File: config.mk
export PLATFORM = sky130hd
export DESIGN_NAME = paddle_session_ctrl
export DESIGN_NICKNAME = d
export VERILOG_FILES = /design/src/rtl/paddle_session_pkg.sv /design/src/rtl/bcd_score_counter.sv /design/src/rtl/pause_timer.sv /design/src/rtl/session_fsm.sv /design/src/rtl/paddle_session_ctrl.sv
export SDC_FILE = /design/constraint.sdc
export NUM_CORES = 1
export LEC_CHECK = 0
export ABC_AREA = 0
export BUFFER_PORTS_ARGS = -buffer_cell sky130_fd_sc_hd__buf_4
export CAP_MARGIN = 0
export CORE_MARGIN = 5
export CORE_UTILIZATION = 40
export CTS_BUF_LIST = sky130_fd_sc_hd__clkbuf_8
export DETAILED_ROUTE_END_ITERATION = 12
export GPL_ROUTABILITY_DRIVEN = 0
export HOLD_SLACK_MARGIN = 0.15
export REMOVE_ABC_BUFFERS = 1
export SYNTH_ARGS = -nofsm -noshare
export SYNTH_HDL_FRONTEND = slang
export SYNTH_SLANG_ARGS = --single-unit
File: constraint.sdc
create_clock -name clk -period 2.4 [get_ports clk]
set_input_delay 0.48 -clock clk [delete_from_list [all_inputs] [get_ports clk]]
set_output_delay 0.48 -clock clk [all_outputs]
set_load 0.01 [all_outputs]
File: src/rtl/paddle_session_pkg.sv
package paddle_session_pkg;
  typedef enum logic [1:0] {
    ST_NEWGAME = 2'd0,
    ST_PLAY    = 2'd1,
    ST_PAUSE   = 2'd2,
    ST_OVER    = 2'd3
  } sess_state_t;
endpackage

File: src/rtl/bcd_score_counter.sv
module bcd_score_counter #(
  parameter int NUM_DIGITS = 2
) (
  input  logic                    clk,
  input  logic                    rst,
  input  logic                    clr,
  input  logic                    inc,
  output logic [NUM_DIGITS*4-1:0] digits
);
  logic [NUM_DIGITS:0] carry;
  assign carry[0] = inc;

  for (genvar i = 0; i < NUM_DIGITS; i++) begin : g_digit
    logic [3:0] dig_q;
    assign carry[i+1] = carry[i] && (dig_q == 4'd9);
    assign digits[i*4 +: 4] = dig_q;
    always_ff @(posedge clk) begin
      if (rst || clr) begin
        dig_q <= 4'd0;
      end else if (carry[i]) begin
        dig_q <= (dig_q == 4'd9) ? 4'd0 : dig_q + 4'd1;
      end
    end
  end
endmodule

File: src/rtl/pause_timer.sv
module pause_timer #(
  parameter int WIDTH = 7
) (
  input  logic clk,
  input  logic rst,
  input  logic start,
  input  logic tick,
  output logic done
);
  logic [WIDTH-1:0] cnt_q;

  always_ff @(posedge clk) begin
    if (rst) begin
      cnt_q <= '0;
    end else if (start) begin
      cnt_q <= '1;
    end else if (tick && (cnt_q != '0)) begin
      cnt_q <= cnt_q - 1'b1;
    end
  end

  assign done = (cnt_q == '0);
endmodule

File: src/rtl/session_fsm.sv
module session_fsm
  import paddle_session_pkg::*;
#(
  parameter int BALLS  = 3,
  parameter int BALL_W = 2
) (
  input  logic              clk,
  input  logic              rst,
  input  logic              btn_any,
  input  logic              hit,
  input  logic              miss,
  input  logic              timer_done,
  output logic              score_inc,
  output logic              score_clr,
  output logic              timer_start,
  output logic              freeze_q,
  output logic              rules_q,
  output logic              over_q,
  output logic [BALL_W-1:0] balls_q
);
  localparam logic [BALL_W-1:0] BALLS_FULL = BALL_W'(BALLS);

  sess_state_t       state_q, state_d;
  logic [BALL_W-1:0] balls_d;

  always_comb begin
    state_d     = state_q;
    balls_d     = balls_q;
    score_inc   = 1'b0;
    timer_start = 1'b0;
    unique case (state_q)
      ST_NEWGAME: begin
        if (btn_any) begin
          state_d = ST_PLAY;
          balls_d = BALLS_FULL - 1'b1;
        end
      end
      ST_PLAY: begin
        score_inc = hit;
        if (miss) begin
          timer_start = 1'b1;
          if (balls_q == '0) begin
            state_d = ST_OVER;
          end else begin
            state_d = ST_PAUSE;
            balls_d = balls_q - 1'b1;
          end
        end
      end
      ST_PAUSE: begin
        if (timer_done && btn_any) state_d = ST_PLAY;
      end
      ST_OVER: begin
        if (timer_done) state_d = ST_NEWGAME;
      end
      default: state_d = ST_NEWGAME;
    endcase
    if (state_d == ST_NEWGAME) balls_d = BALLS_FULL;
  end

  assign score_clr = (state_d == ST_NEWGAME);

  always_ff @(posedge clk) begin
    if (rst) begin
      state_q  <= ST_NEWGAME;
      balls_q  <= BALLS_FULL;
      freeze_q <= 1'b1;
      rules_q  <= 1'b1;
      over_q   <= 1'b0;
    end else begin
      state_q  <= state_d;
      balls_q  <= balls_d;
      freeze_q <= (state_d != ST_PLAY);
      rules_q  <= (state_d == ST_NEWGAME);
      over_q   <= (state_d == ST_OVER);
    end
  end
endmodule

File: src/rtl/paddle_session_ctrl.sv
module paddle_session_ctrl #(
  parameter int BTN_W        = 2,
  parameter int BALLS        = 3,
  parameter int SCORE_DIGITS = 2,
  parameter int TIMER_W      = 7,
  localparam int BALL_W      = $clog2(BALLS + 1),
  localparam int SCORE_W     = SCORE_DIGITS * 4
) (
  input  logic               clk,
  input  logic               rst,
  input  logic [BTN_W-1:0]   btn,
  input  logic               hit,
  input  logic               miss,
  input  logic               frame_tick,
  output logic               freeze,
  output logic               show_rules,
  output logic               show_over,
  output logic [BALL_W-1:0]  balls_left,
  output logic [SCORE_W-1:0] score_bcd,
  output logic               pause_done
);
  logic score_inc, score_clr, timer_start;

  session_fsm #(
    .BALLS  (BALLS),
    .BALL_W (BALL_W)
  ) u_fsm (
    .clk         (clk),
    .rst         (rst),
    .btn_any     (|btn),
    .hit         (hit),
    .miss        (miss),
    .timer_done  (pause_done),
    .score_inc   (score_inc),
    .score_clr   (score_clr),
    .timer_start (timer_start),
    .freeze_q    (freeze),
    .rules_q     (show_rules),
    .over_q      (show_over),
    .balls_q     (balls_left)
  );

  bcd_score_counter #(
    .NUM_DIGITS (SCORE_DIGITS)
  ) u_score (
    .clk    (clk),
    .rst    (rst),
    .clr    (score_clr),
    .inc    (score_inc),
    .digits (score_bcd)
  );

  pause_timer #(
    .WIDTH (TIMER_W)
  ) u_timer (
    .clk   (clk),
    .rst   (rst),
    .start (timer_start),
    .tick  (frame_tick),
    .done  (pause_done)
  );
endmodule

==> flow_metrics.tcl <==
set metrics [dict create \
    dpl.hpwl_mm 1.796 \
    p_sw_frac 0.3570 \
    wirelength_mm 2.272 \
    instances_no_fill 174 \
    drive_gt1_frac 0.2517 \
    ctsRootBufferMaster "clkbuf_8" \
    synth_top_area_share 0.3946 \
    drt-pass1-iter-count 4 \
    fin_skew_ns 0.005429 \
    pwr-share-seq 0.402 \
    status "finished clean" \
    io_buffers 20 \
    grt.met2_usage 0.2021 \
    worstHoldEndpoint "u_timer.cnt_q[3]$_SDFFE_PP0P_" \
    rsz0062_at_grt "no" \
    setup_viol 0 \
    core_mm2 0.002710 \
    drv_cap 0 \
    slew_violations 0 \
    syn_inst 122 \
    startpoint_type "flip-flop" \
    gr-usage-met1 0.1385 \
    pwr-share-clk 0.188 \
    yosysUniqueCellTypes 39 \
    critical_path_peak_fanout 6 \
    slew-limit-headroom 0.7194 \
    yosys_warnings 0 \
    grt.total_usage 0.1161 \
    avgViaCountPerCell 5.414 \
    die-area_mm2 0.003946 \
    worstHoldStart "rst" \
    layout_common_cells "dfxtp_1 (22), buf_4 (20), a21oi_1 (14)" \
    yosys-top-cells-area "dfxtp_1 (39%), a21oi_1 (6.3%), ha_1 (3.4%), xnor2_1 (3.1%), mux2i_1 (2.7%)" \
    drc 0 \
    cts_buffers 3 \
    hold_path_class "primary input to flip-flop" \
    synth-seq-cells 22 \
    layout_min_cycle_time_ns 2.268 \
    cp-end-kind "output pin" \
    antenna_found_initial 0 \
    total_power_mw 1.343 \
    synth_area_per_cell_um2 9.148 \
    grt_max_degree 13 \
    clockBufferDepth 2 \
    worstSkewPairLatency_ns 0.25 \
    grt-ovfl-total 0 \
    peakVddDrop_mv 0.5238 \
    worst_pin_slew_ns 0.4177 \
    finalHoldViolations 0 \
    yosysSeqAreaShare 0.3946 \
    p_per_area_mw_per_mm2 1013 \
    fin_crit_sh 0.9448 \
    grt_util_met3 0.02878 \
    num-fill-cells 269 \
    ys_async_sr_fraction 0 \
    reg2reg_depth 7 \
    ios 21 \
    cts_tree "done" \
    clkSinkCount 22 \
    detail_route.iter0.violations 39 \
    gr-max-usage-layer "met2" \
    placed_cells 170 \
    fmax_mhz 441.0 \
    die_x_um 62.82 \
    cp.arrival_ns 1.79 \
    cts.repair.resized 0 \
    grt_pass1_vias 913 \
    synth_top_cell_by_area "dfxtp_1" \
    p_sw_mw 0.4794 \
    pwr-share-comb 0.410 \
    path_class "flip-flop to output pin" \
    fin_setup_tns_ns 0 \
    r2r_slack_ns 0.26 \
    rows 19 \
    cts.clk_slew.worst_paths_ns 0.08 \
    dr_total_vias 942 \
    area_growth_pct 18.72 \
    antenna_cells 0 \
    htreeDepth 1 \
    power_leakage_nw 0.5490 \
    grt_pass1_wl_mm 3.843 \
    post_cts_buffers 0 \
    layout_commonest_cell "dfxtp_1" \
    synth_area_mm2 0.001116 \
    r2r_end "u_fsm.balls_q[0]$_SDFFE_PP1P_" \
    crit_required_ns 1.92 \
    nets 154 \
    fp.dieH_um 62.82 \
    start_util 0.4118 \
    holdBufCountCts 0 \
    wire_per_inst_um 13.06 \
    min_path_cells 2 \
    reg2reg_from "u_timer.cnt_q[0]$_SDFFE_PP0P_" \
    drtAntennaViolNets 0 \
    p_int_mw 0.8634 \
    synth-edff-count 0 \
    ys.flop_type "dfxtp_1" \
]
synthesized netlist by cell type (all sizes together) (4+ instances only):
master / instances
inv: 9
or3: 4
xnor2: 4
nor2: 7
nand2: 8
nor3: 4
nand3: 5
o21ai: 6
dfxtp: 22
a21oi: 14
sequential cells by signal, indices dropped and copies added, names as in the netlist:
register and cells:
u_fsm.state_q 2, u_score.g_digit.dig_q 8, u_fsm.balls_q 2, u_timer.cnt_q 7, u_fsm.freeze_q 1, u_fsm.over_q 1, u_fsm.rules_q 1
power by group through the flow:
stage	logic, mW	clock network, mW	registers [mW]
6_report	0.550	0.253	0.539
2_1_floorplan	0.388	0	0.540
4_1_cts	0.555	0.259	0.538
3_3_place_gp	0.544	0	0.541
3_5_place_dp	0.553	0	0.546
5_1_grt	0.622	0.272	0.553
worst max path at each step:
stage	start	endpoint	cells after the start
global route	u_timer.cnt_q[0]$_SDFFE_PP0P_	pause_done	5
global placement	u_timer.cnt_q[0]$_SDFFE_PP0P_	u_fsm.balls_q[0]$_SDFFE_PP1P_	7
CTS	u_timer.cnt_q[0]$_SDFFE_PP0P_	pause_done	5
floorplan	u_timer.cnt_q[0]$_SDFFE_PP0P_	u_fsm.balls_q[0]$_SDFFE_PP1P_	7
detailed placement	u_timer.cnt_q[0]$_SDFFE_PP0P_	u_fsm.balls_q[0]$_SDFFE_PP1P_	7
finish	u_timer.cnt_q[0]$_SDFFE_PP0P_	pause_done	5
metal layers:
layer,wire [µm],share of wire,vias up
met5,0,0,-
met4,16,0.0070,0
met3,94,0.041,2
met2,1120,0.49,16
met1,1041,0.46,446
li1,-,-,478
kinds of logic (layout without fill, tap and decap cells):
group	after synthesis	count (layout)	synth area share
buffers and inverters	12	33	0.06391
adders and majority gates	3	3	0.03364
muxes	5	5	0.04708
xor gates and xnor gates	6	6	0.04708
AOI/OAI and AO/OA	31	31	0.1861
DFF	22	22	0.3946
and+or+nand+nor	43	43	0.2276
worst max-delay path: stages, from the launching register on:
cell and delay [ns]:
dfxtp_1 0.32, inv_1 0.11, ha_1 0.18, or4b_4 0.50, nor2_1 0.24, buf_4 0.17
area by class of cell:
cell class	count	area, µm²	share of cell area
inverters	9	36.28	0.02738
clock buffers	4	55.05	0.04155
well taps	31	38.79	0.02927
repair buffers	20	150.1	0.1133
flip-flops and latches	22	440.4	0.3324
multi-input cells	88	604.3	0.4561
per-stage QoR:
step	hold WS, ns	instance area (µm²)	setup WS (ns)	utilization
global placement	0.4917	1270	0.3757	0.4686
floorplan	0.4628	1081	0.4362	-
detailed placement	0.5179	1270	0.2789	0.4686
finish	0.4689	1325	0.1324	0.4889
global route	0.4670	1325	0.02551	0.4889
CTS	0.4653	1325	0.1353	0.4889
(Power assumes the default switching activity.)
